**src/rtl/sup_rst_pkg.sv**
```systemverilog
package sup_rst_pkg;

    typedef enum logic [1:0] {
        ST_HOLD    = 2'd0,
        ST_STRETCH = 2'd1,
        ST_RUN     = 2'd2
    } seq_state_t;

    typedef enum logic [1:0] {
        OUT_HIGH_ONLY = 2'd0,
        OUT_LOW_ONLY  = 2'd1,
        OUT_BOTH      = 2'd2
    } out_mode_t;

endpackage

```
**src/rtl/sup_rst_sync.sv**
```systemverilog
module sup_rst_sync #(
    parameter int   STAGES    = 2,
    parameter logic RESET_VAL = 1'b0
) (
    input  logic clk,
    input  logic por_n,
    input  logic d,
    output logic q
);
    logic [STAGES-1:0] chain;

    genvar i;
    generate
        for (i = 0; i < STAGES; i++) begin : g_stage
            if (i == 0) begin : g_first
                always_ff @(posedge clk or negedge por_n) begin
                    if (!por_n) chain[0] <= RESET_VAL;
                    else        chain[0] <= d;
                end
            end else begin : g_next
                always_ff @(posedge clk or negedge por_n) begin
                    if (!por_n) chain[i] <= RESET_VAL;
                    else        chain[i] <= chain[i-1];
                end
            end
        end
    endgenerate

    assign q = chain[STAGES-1];

endmodule

```
**src/rtl/sup_rst_edge.sv**
```systemverilog
module sup_rst_edge (
    input  logic clk,
    input  logic por_n,
    input  logic level,
    output logic fall
);
    logic level_d;

    always_ff @(posedge clk or negedge por_n) begin
        if (!por_n) level_d <= 1'b1;
        else        level_d <= level;
    end

    assign fall = level_d & ~level;

    // a fall indication lasts one cycle, so one press gives one event
    a_r6_single_fall: assert property (@(posedge clk) disable iff (!por_n)
        fall |=> !fall);

endmodule

```
**src/rtl/sup_rst_timer.sv**
```systemverilog
module sup_rst_timer #(
    parameter int LIMIT = 20_000_000
) (
    input  logic clk,
    input  logic por_n,
    input  logic clr,
    input  logic en,
    output logic done
);
    localparam int CW = $clog2(LIMIT + 1);
    localparam logic [CW-1:0] LAST = CW'(LIMIT - 1);

    logic [CW-1:0] cnt;

    always_ff @(posedge clk or negedge por_n) begin
        if (!por_n)               cnt <= '0;
        else if (clr)             cnt <= '0;
        else if (en && cnt != LAST) cnt <= cnt + 1'b1;
    end

    assign done = (cnt == LAST);

    // the count never passes the end of the period
    a_r2_cnt_bound: assert property (@(posedge clk) disable iff (!por_n)
        cnt <= LAST);
    // a clear request always restarts from zero
    a_r6_clear_zero: assert property (@(posedge clk) disable iff (!por_n)
        clr |=> cnt == '0);

endmodule

```
**src/rtl/sup_rst_fsm.sv**
```systemverilog
module sup_rst_fsm
    import sup_rst_pkg::*;
(
    input  logic clk,
    input  logic por_n,
    input  logic supply_good,
    input  logic man_fall,
    input  logic period_done,
    output logic timer_clr,
    output logic timer_en,
    output logic rst_active
);
    seq_state_t state, state_nxt;

    // state register
    always_ff @(posedge clk or negedge por_n) begin
        if (!por_n) state <= ST_HOLD;
        else        state <= state_nxt;
    end

    // next-state decision
    always_comb begin
        state_nxt = state;
        unique case (state)
            ST_HOLD: begin
                if (supply_good) state_nxt = ST_STRETCH;      // T_SUPPLY_BACK
            end
            ST_STRETCH: begin
                if (!supply_good)     state_nxt = ST_HOLD;    // T_SUPPLY_LOST
                else if (man_fall)    state_nxt = ST_STRETCH; // T_RESTART
                else if (period_done) state_nxt = ST_RUN;     // T_EXPIRE
            end
            ST_RUN: begin
                if (!supply_good)  state_nxt = ST_HOLD;       // T_SUPPLY_LOST
                else if (man_fall) state_nxt = ST_STRETCH;    // T_MANUAL
            end
            default: state_nxt = ST_HOLD;
        endcase
    end

    // outputs decoded from the state register
    always_comb begin
        timer_clr  = 1'b1;
        timer_en   = 1'b0;
        rst_active = 1'b1;
        unique case (state)
            ST_HOLD: begin
                timer_clr  = 1'b1;
                rst_active = 1'b1;
            end
            ST_STRETCH: begin
                timer_clr  = man_fall;
                timer_en   = 1'b1;
                rst_active = 1'b1;
            end
            ST_RUN: begin
                timer_clr  = 1'b1;
                rst_active = 1'b0;
            end
            default: begin
                timer_clr  = 1'b1;
                rst_active = 1'b1;
            end
        endcase
    end

    // a low supply flag forces reset on the next cycle
    a_r1_low_supply: assert property (@(posedge clk) disable iff (!por_n)
        !supply_good |=> rst_active);
    // release only happens at the end of a completed period
    a_r2_release_done: assert property (@(posedge clk) disable iff (!por_n)
        $fell(rst_active) |-> $past(period_done));
    // a manual fall with good supply while released asserts reset
    a_r4_manual_asserts: assert property (@(posedge clk) disable iff (!por_n)
        (!rst_active && supply_good && man_fall) |=> rst_active);
    // supply loss wins over a simultaneous manual fall
    a_r8_supply_first: assert property (@(posedge clk) disable iff (!por_n)
        (!supply_good && man_fall) |=> state == ST_HOLD);

endmodule

```
**src/rtl/sup_rst_drive.sv**
```systemverilog
module sup_rst_drive
    import sup_rst_pkg::*;
#(
    parameter out_mode_t OUT_MODE = OUT_BOTH
) (
    input  logic clk,
    input  logic por_n,
    input  logic rst_active,
    output logic rst_n_out,
    output logic rst_out
);
    generate
        if (OUT_MODE == OUT_BOTH) begin : g_both
            assign rst_n_out = ~rst_active;
            assign rst_out   = rst_active;
            // the two outputs are always complementary
            a_r9_complement: assert property (@(posedge clk) disable iff (!por_n)
                rst_out != rst_n_out);
        end else if (OUT_MODE == OUT_HIGH_ONLY) begin : g_high
            assign rst_n_out = 1'b1;
            assign rst_out   = rst_active;
        end else begin : g_low
            assign rst_n_out = ~rst_active;
            assign rst_out   = 1'b0;
        end
    endgenerate

endmodule

```
**src/rtl/sup_rst_seq.sv**
```systemverilog
module sup_rst_seq
    import sup_rst_pkg::*;
#(
    parameter int        PERIOD_CYCLES = 20_000_000,
    parameter int        SYNC_STAGES   = 2,
    parameter out_mode_t OUT_MODE      = OUT_BOTH
) (
    input  logic clk,
    input  logic por_n,
    input  logic supply_ok,
    input  logic man_rst_n,
    output logic sys_rst_n_o,
    output logic sys_rst_o
);
    logic supply_good;
    logic man_level;
    logic man_fall;
    logic period_done;
    logic timer_clr;
    logic timer_en;
    logic rst_active;

    sup_rst_sync #(.STAGES(SYNC_STAGES), .RESET_VAL(1'b0)) u_sync_supply (
        .clk(clk), .por_n(por_n), .d(supply_ok), .q(supply_good)
    );

    sup_rst_sync #(.STAGES(SYNC_STAGES), .RESET_VAL(1'b1)) u_sync_manual (
        .clk(clk), .por_n(por_n), .d(man_rst_n), .q(man_level)
    );

    sup_rst_edge u_edge (
        .clk(clk), .por_n(por_n), .level(man_level), .fall(man_fall)
    );

    sup_rst_timer #(.LIMIT(PERIOD_CYCLES)) u_timer (
        .clk(clk), .por_n(por_n), .clr(timer_clr), .en(timer_en),
        .done(period_done)
    );

    sup_rst_fsm u_fsm (
        .clk(clk), .por_n(por_n), .supply_good(supply_good),
        .man_fall(man_fall), .period_done(period_done),
        .timer_clr(timer_clr), .timer_en(timer_en), .rst_active(rst_active)
    );

    sup_rst_drive #(.OUT_MODE(OUT_MODE)) u_drive (
        .clk(clk), .por_n(por_n), .rst_active(rst_active),
        .rst_n_out(sys_rst_n_o), .rst_out(sys_rst_o)
    );

    // during power-on clear the outputs show reset asserted
    always_comb begin
        if (!por_n && OUT_MODE != OUT_HIGH_ONLY)
            a_r10_por_low: assert (sys_rst_n_o == 1'b0);
    end

endmodule

```
**config.mk**
```make
export PLATFORM = sky130hd
export DESIGN_NAME = sup_rst_seq
export DESIGN_NICKNAME = d
export VERILOG_FILES = /design/src/rtl/sup_rst_pkg.sv /design/src/rtl/sup_rst_sync.sv /design/src/rtl/sup_rst_edge.sv /design/src/rtl/sup_rst_timer.sv /design/src/rtl/sup_rst_fsm.sv /design/src/rtl/sup_rst_drive.sv /design/src/rtl/sup_rst_seq.sv
export SDC_FILE = /design/constraint.sdc
export NUM_CORES = 1
export LEC_CHECK = 0
export ABC_AREA = 0
export ABC_CLOCK_PERIOD_IN_PS = 2400
export BUFFER_PORTS_ARGS = -buffer_cell sky130_fd_sc_hd__buf_2
export CELL_PAD_IN_SITES_DETAIL_PLACEMENT = 1
export CELL_PAD_IN_SITES_GLOBAL_PLACEMENT = 1
export CORE_ASPECT_RATIO = 0.5
export CORE_MARGIN = 4
export CORE_UTILIZATION = 45
export CTS_CLUSTER_SIZE = 30
export DETAILED_ROUTE_END_ITERATION = 6
export HOLD_SLACK_MARGIN = 0.02
export PLACE_DENSITY_LB_ADDON = 0.1
export SYNTH_ARGS = -nofsm -noshare
export SYNTH_HDL_FRONTEND = slang
export SYNTH_HIERARCHICAL = 1
export SYNTH_SLANG_ARGS = --single-unit
```
**constraint.sdc**
```tcl
create_clock -name clk -period 2.4 [get_ports clk]
set_input_delay 0.12 -clock clk [delete_from_list [all_inputs] [get_ports clk]]
set_output_delay 0.12 -clock clk [all_outputs]
set_load 0.01 [all_outputs]
```
==> results list, run 1 <==
* DP Wirelength: around 2900 um
- The share of total power dissipated in sequential elements is 0.513.
- 1st-iter DRT viols: 54
* Vias in the first global route: ~1500
- Level count of the clock H-tree: 2
- The cell count after synthesis came out at 176.
- Count of warnings emitted by yosys: 6
- In this run the remaining antenna-violating nets after routing total 0.
* TritonCTS clock tree: yes
* Clock slew seen by the registers of the worst setup and hold paths: 0.07 ns
- Total overflow reported by the global router: 0
* Global-route met1 utilization: 0.2695
* Arrival time at the worst endpoint: 2.30 ns
* Largest clock skew in the final design: ~0.0056 ns
- Counting tap cells, the placed design contains a total of ~230 instances.
- I/O Pins: 6
- For the worst setup path, the data required time is 2.57 ns.
- Detailed Route WL: 4237 um
* Worst-skew pair later-pin latency: 0.29 ns
- After clock tree synthesis, the setup repair step added 0 buffers.
- For this run, design rule violations remaining after detail routing come to 0.
- The final count of hold timing violations is 0.
- Grouping stages by cell kind, the critical path spends the most delay in simple AND/OR/NAND/NOR gates.
- Critical Path Fanout Max: 25
* Die outline width: 96.90 um
* Final sum of negative setup slack: 0 ns
* Via total after detailed routing: ~1400
- Core area: between 0.003 and 0.004 mm^2
- Startpoint of the lowest-slack register-to-register path: u_timer/cnt[0]
* Crit. Startpoint: u_timer/cnt[0]
- Detailed Routing Iterations Pass 1: 4
* Routability congestion estimate: 0.7470
- Vias per Instance: about 5.9
- On the worst path, the slowest cell contributes a delay of between 0.4 and 0.5 ns.
- Standard-cell rows: 15
- In the global route stage, met3 resource usage came out at 0.04914.
- Of the total power, the clock network draws 0.427.
* Hold Crit Class: reg -> reg
* Number of port buffers: 5
- Register-to-Register Setup Slack: about 0.26 ns
* Sequential cell area fraction in the yosys report: 0.4525
- Number of library cell types mapped by synthesis: 45
- Post-synth top flop: sky130_fd_sc_hd__dfrtp_1
- Area growth, synth to finish: 10.34%
- Psw: approximately 250 uW
- Setup violations remaining at the end of the flow were counted as 0.
* Worst path cell trace: ha_1 -> nand3_2 -> nor4_4 -> a21o_4 -> nor3_1 -> mux2_1
- Slew Limit Fails: 0
- For this design the ratio of total power to cell area is about 550 mW/mm^2.
- Largest area contributor in the netlist: sky130_fd_sc_hd__dfrtp_1
* Number of flops mapped to enable cells by yosys: 0
- Cell chosen for the clock root: sky130_fd_sc_hd__clkbuf_8
* Portion of the clock cycle consumed by the worst path in the final layout: 0.8897
- Area of the mapped netlist: ~0.0018 mm^2
- Final antenna diode count: 0
- Most frequent standard cell in the layout excluding fill and tap cells: sky130_fd_sc_hd__dfrtp_1
- Count of max-cap constraint violations: 0
* Leakage power figure: 0.0007959 uW
- Number of cells on the worst reg-to-reg path: 6
- Type of origin of the critical path: flip-flop
- Static timing analysis puts the maximum clock frequency at 0.4683 GHz.
- met2 is the most crowded layer.
* Max Buffers Root-to-Sink: 2
* Crit Path Category: reg -> reg
- Fraction of layout cells with a size suffix above 1: 0.2234
- The initial antenna violation count is 0.
* Cts repair resizes: 0
- Entering global routing, the biggest net connects 33 pins.
- Switching share of total power: 0.2300
- After detailed routing, the average wire length per cell comes to 17.73 um.
* Finished Layout Cells: around 240
* Min-Delay Endpoint: u_sync_supply/q
- For this configuration, the core starts out at a cell density of 0.4934.
- Share of Yosys cell area claimed by the top area cell type: 0.4082
* CP Capture Type: flip-flop
- Combinational Power Share: 0.059
- Slew at the pin closest to its max-slew limit: 0.7261 ns
- In the global route stage, met2 resource usage came out at 0.2900.
- FF-to-FF End: u_timer/cnt[19]
* Hold Path Origin: u_sync_supply/chain[0]
- Counting both buffers and inverters, the worst setup path holds a total of 0.
* Share of async-settable or async-resettable flops after synthesis: 1.000
* Synth Area per Inst: 10.10 um^2
- The first global-routing pass estimated 7527 um of wire.
- Rel. slew slack: 0.5159
* Clock sink count: 32
- The worst hold path was traced through 0 stages.
- The flow ran to the end, and the final reports show no timing, DRC or antenna violations.
* Commonest cells after routing, fill and taps aside: 29 x sky130_fd_sc_hd__dfrtp_1, 16 x sky130_fd_sc_hd__nor2_1, 12 x sky130_fd_sc_hd__nand2_1, 10 x sky130_fd_sc_hd__nand3_1, 9 x sky130_fd_sc_hd__nand4_1
- Internal power comes to 831.1 uW.
- Chip Height: 52.45 um
- The routed design could run at a clock period as short as 2.135 ns.
* GRT Util Overall: 0.1931
* RSZ-0062 raised after global routing: false
* TritonCTS buffer count: 5
* Post-route worst hold slack: ~0.36 ns
* Critical-path top delay cell: sky130_fd_sc_hd__nor4_4
* Synth top area cells: sky130_fd_sc_hd__dfrtp_1 41%, sky130_fd_sc_hd__dfstp_2 4.4%, sky130_fd_sc_hd__nor2_1 3.4%
- The synthesized design contains 32 register bits.
* Max IR drop VDD: roughly 260 uV
* Number of nets in the finished design: 192
- Die area: around 0.005 mm^2
- Synthesis produced a netlist with a net count of 181.
-- worst max path at each step --
stage | endpoint | slack, ns | cells after the start
floorplan | u_timer/cnt[0] | 0.53 | 6
global placement | u_timer/cnt[19] | 0.37 | 6
detailed placement | u_timer/cnt[19] | 0.30 | 6
CTS | u_timer/cnt[19] | 0.26 | 6
global route | u_timer/cnt[19] | 0.13 | 6
finish | u_timer/cnt[19] | 0.26 | 6
-- Yosys cell counts (all sizes together), types with 2 or more instances --
master   n
o21ai    7
or2      3
dfstp    3
nor3     4
nand4   10
dfrtp   29
nor2b    4
nand3   11
or4      5
o31ai    3
and2     2
o311ai   3
a21o     2
nand2   12
or3      7
inv      7
a21oi   13
mux2     2
nor2    16
o41ai    2
and4     3
o211ai   2
buf      3
nor4     4
xnor2    5
nand2b   3
clkbuf   4
xor2     3
-- metrics by stage --
stage               cell area (um^2)  total power (uW)  setup WS (ns)    util
floorplan                       1778             602.5         0.5300       -
global placement                1832             622.8         0.3743  0.5083
detailed placement              1832             624.8         0.2965  0.5083
CTS                             1962              1095         0.2618  0.5444
global route                    1962              1135         0.1292  0.5444
finish                          1962              1079         0.2646  0.5444
-- worst register-to-register path: cells and delay by family, from the launching register on --
kind | cells | cell delay [ns]
AO/OA/AOI/OAI | 1 | 0.33
AND/OR/NAND/NOR | 3 | 0.77
flip-flops | 1 | 0.40
adder cells (fa/ha/maj) | 1 | 0.21
multiplexers | 1 | 0.32
-- per-layer routing --
metal	share of wire	vias to the layer above
met5	0	-
met4	0.011	0
met1	0.54	732
li1	-	667
met3	0.027	5
met2	0.42	12
-- power groups by stage --
stage               Combinational [uW]  Clock (uW)  Sequential [uW]
finish                            64.0         461              554
global route                      72.1         508              555
CTS                               64.9         476              554
detailed placement                60.7           0              564
global placement                  59.5           0              563
floorplan                         39.8           0              563
-- area by class of cell --
type                    instances  area [um^2]
clock buffers                   8        100.1
fillers                       411         1642
inverters                       7        26.28
multi-input cells             130        889.6
flip-flops and latches         32        804.5
well taps                      51        63.81
repair buffers                 11        77.57
-- flip-flops by register name, summed over array words and instances, names as in the netlist --
signal,cells
u_sync_supply/chain,1
u_fsm/state,2
u_timer/cnt,25
u_edge/level_d,1
u_sync_manual/chain,1
u_sync_manual/q,1
u_sync_supply/q,1
-- cell families (layout without fill, tap and decap cells) --
logic type,after synthesis,count (layout),synth area share
compound gates,32,32,0.1337
xor+xnor,8,8,0.03941
fa+ha+maj,1,1,0.007036
buf+inv,14,26,0.04715
flops,32,32,0.4525
mux,2,2,0.01267
simple gates,87,87,0.3075
-- what timing repair did --
item	4_1_cts	5_1_grt
setup endpoints to repair	0	0
hold endpoints to repair	31	0
hold buffers	3	0
Note: power is estimated with default switching activity, not from simulation.
==> run 2, diff against run 1 <==
--- a/config.mk
+++ b/config.mk
@@ -7,7 +7,7 @@
 export LEC_CHECK = 0
 export ABC_AREA = 0
 export ABC_CLOCK_PERIOD_IN_PS = 2400
-export BUFFER_PORTS_ARGS = -buffer_cell sky130_fd_sc_hd__buf_2
+export BUFFER_PORTS_ARGS = -buffer_cell sky130_fd_sc_hd__clkbuf_2
 export CELL_PAD_IN_SITES_DETAIL_PLACEMENT = 1
 export CELL_PAD_IN_SITES_GLOBAL_PLACEMENT = 1
 export CORE_ASPECT_RATIO = 0.5
==> results list, run 2 (synthesis gave the netlist of run 1 again) <==
- Power Density: 572.8 mW/mm^2
- In this run, post-CTS repair resized a total of 0 instances.
* Chip Height: 52.45 um
* Routed metal-1 wirelength: 2112 um
- For this design the static power due to leakage is 0.0008007 uW.
* Vias per Instance: 5.866
- Power comes to 1128 uW.
* Psw: 250.9 uW
- The tool flagged a number of max-cap violations equal to 0.
- Die outline width: 96.90 um
* Run status: finished clean
* GRT Util Overall: 0.1927
- The clock arrives with 0.009042 ns of skew.
- Setup violations remaining at the end of the flow were counted as 0.
* Rel. slew slack: 0.4591
- Post-Route Utilization: 0.5465
* Routed len/inst: 17.51 um
* Residual antenna-violating net count after detailed routing: 0
* Most frequent standard cell in the layout excluding fill and tap cells: sky130_fd_sc_hd__dfrtp_1
- For this block, the initial DRC count from the detailed router was 47.
- DP Wirelength: between 2000 and 3000 um
- The tree is rooted in a sky130_fd_sc_hd__clkbuf_8.
- The clock period could shrink to 2.138 ns.
* Core area: 0.003603 mm^2
- The worst setup path is captured at a flip-flop.
* Worst path cell trace: ha_1 -> nand3_2 -> nor4_4 -> a21o_4 -> nor3_1 -> mux2_1
* Number of port buffers: 5
* Cell internal power dissipation: between 800 and 900 uW
- Detailed routing placed a total of 1826 um of wire on met2.
* Fraction of layout cells with a size suffix above 1: 0.2234
- Hold Crit Class: reg -> reg
- Across the VDD grid, the largest voltage drop is 271.8 uV.
- The final count of hold timing violations came to 0.
* Critical Path Fanout Max: 25
- Critical-path top delay cell: sky130_fd_sc_hd__nor4_4
* Portion of the clock cycle consumed by the worst path in the final layout: 0.8907
- Number of buffers and inverters on the critical path: 0
* Leading registers by flop count: u_timer/cnt (25), u_fsm/state (2)
* Via total after detailed routing: 1402
- For the worst setup path, the data required time is 2.57 ns.
- Largest register FFs: 25
- Slew Limit Fails: 0
- Combinational Power Share: 0.057
* Vias in the first global route: 1480
* Routability congestion estimate: 0.7542
- Number of nets in the finished design: 192
* Detailed Route WL: 4185 um
* First-pass GRT wire length: 7569 um
- Type of origin of the critical path: flip-flop
* Level count of the clock H-tree: 2
- Final hold analysis gives a worst-case slack of 0.3537 ns.
- Die area: 0.005082 mm^2
- The initial antenna violation count was 0.
- Cell type group with the largest total delay on the critical path: simple AND/OR/NAND/NOR gates
* Clock slew seen by the registers of the worst setup and hold paths: roughly 0.070 ns
- The highest layer touched by signal routing is met4.
- Effective utilization at floorplan: 0.4934
- Met3 routed WL: roughly 180 um
- Arrival time at the worst endpoint: 2.31 ns
- At the pin with the least slew margin, the transition time is 0.8114 ns.
- Part of the total power dissipated in sequential elements: 0.491
- For this run the aggregate overflow at the end of global routing stands at 0.
* Crit Path Category: reg -> reg
* RSZ-0062 raised after global routing: false
- Detailed Routing Iterations Pass 1: 4
- Largest stage delay, worst path: 0.42 ns
* TritonCTS clock tree: yes
* Area growth, synth to finish: 10.77%
- The register with the most flip-flops in the final layout is u_timer/cnt.
- Commonest cells after routing, fill and taps aside: 29 x sky130_fd_sc_hd__dfrtp_1, 16 x sky130_fd_sc_hd__nor2_1, 12 x sky130_fd_sc_hd__nand2_1, 10 x sky130_fd_sc_hd__nand3_1, 9 x sky130_fd_sc_hd__nand4_1
* I/O Pins: 6
- Summed over all failing endpoints, the final setup total negative slack is 0 ns.
- Standard-cell rows: 15
- Timing would allow up to 0.4678 GHz.
- At the later pin of the worst-skew pair, clock insertion delay measures between 0.2 and 0.3 ns.
- Post-route DRC: 0
- For this design, the sink count on the clock tree is 32.
- Entering global routing, the biggest net connects 33 pins.
- Switching share of total power: 0.2224
* TritonCTS buffer count: 5
- Proportion of power drawn by the clock network: 0.452
- Max Buffers Root-to-Sink: 2
* Final antenna diode count: 0
==> run 2: changes by cell type in the layout (fill, tap and decap cells not counted) <==
| cell | change |
|---|---|
| sky130_fd_sc_hd__clkbuf_8 | -2 |
| sky130_fd_sc_hd__clkinv_2 | +1 |
| sky130_fd_sc_hd__bufinv_16 | +1 |
| sky130_fd_sc_hd__buf_2 | -5 |
| sky130_fd_sc_hd__clkbuf_2 | +5 |
==> run 2: area by class of cell <==
class                      count  area (um^2)
clock buffer                   6        72.57
multi-input combinational    130        889.6
timing repair buffer          11        77.57
fill                         418         1634
tap                           51        63.81
sequential                    32        804.5
inverter                       7        26.28
clock inverter                 2        35.03
==> run 2: worst paths after layout <==
check | from | end | slack, ns | depth (start not counted)
min reg2reg | u_sync_supply/chain[0] | u_sync_supply/q | 0.35 | 0
min in group asynchronous | por_n | u_timer/cnt[18] | 0.46 | 2
max reg2reg | u_timer/cnt[0] | u_timer/cnt[19] | 0.26 | 6
min | u_sync_supply/chain[0] | u_sync_supply/q | 0.35 | 0
max | u_timer/cnt[0] | u_timer/cnt[19] | 0.26 | 6
max in group asynchronous | por_n | u_timer/cnt[20] | 1.43 | 2
==> run 2: through the flow <==
step | setup WS [ns] | cells | area, um^2
after floorplan | 0.5300 | 176 | 1778
after detailed placement | 0.3034 | 228 | 1832
after CTS | 0.2503 | 239 | 1969
final | 0.2622 | 239 | 1969
after global placement | 0.3741 | 228 | 1832
after global routing | 0.1257 | 239 | 1969
==> run 2: what timing repair did <==
| action | CTS | global route |
|---|---|---|
| hold buffers | 3 | 0 |
| setup endpoints to repair | 0 | 0 |
| endpoints found under the hold margin | 31 | 0 |
| setup buffers | 0 | 0 |
==> run 2: power by group through the flow <==
stage | combinational (uW) | clock, uW | sequential, uW
after floorplan | 39.8 | 0 | 563
after global placement | 59.4 | 0 | 563
after detailed placement | 60.7 | 0 | 564
after CTS | 65.0 | 522 | 554
after global routing | 71.9 | 550 | 555
final | 63.8 | 510 | 554
==> run 2: layer usage <==
layer,global-route usage,vias to the layer above
li1,-,663
met5,0,-
met2,0.3014,17
met1,0.2617,715
met4,0.07459,0
met3,0.04515,7
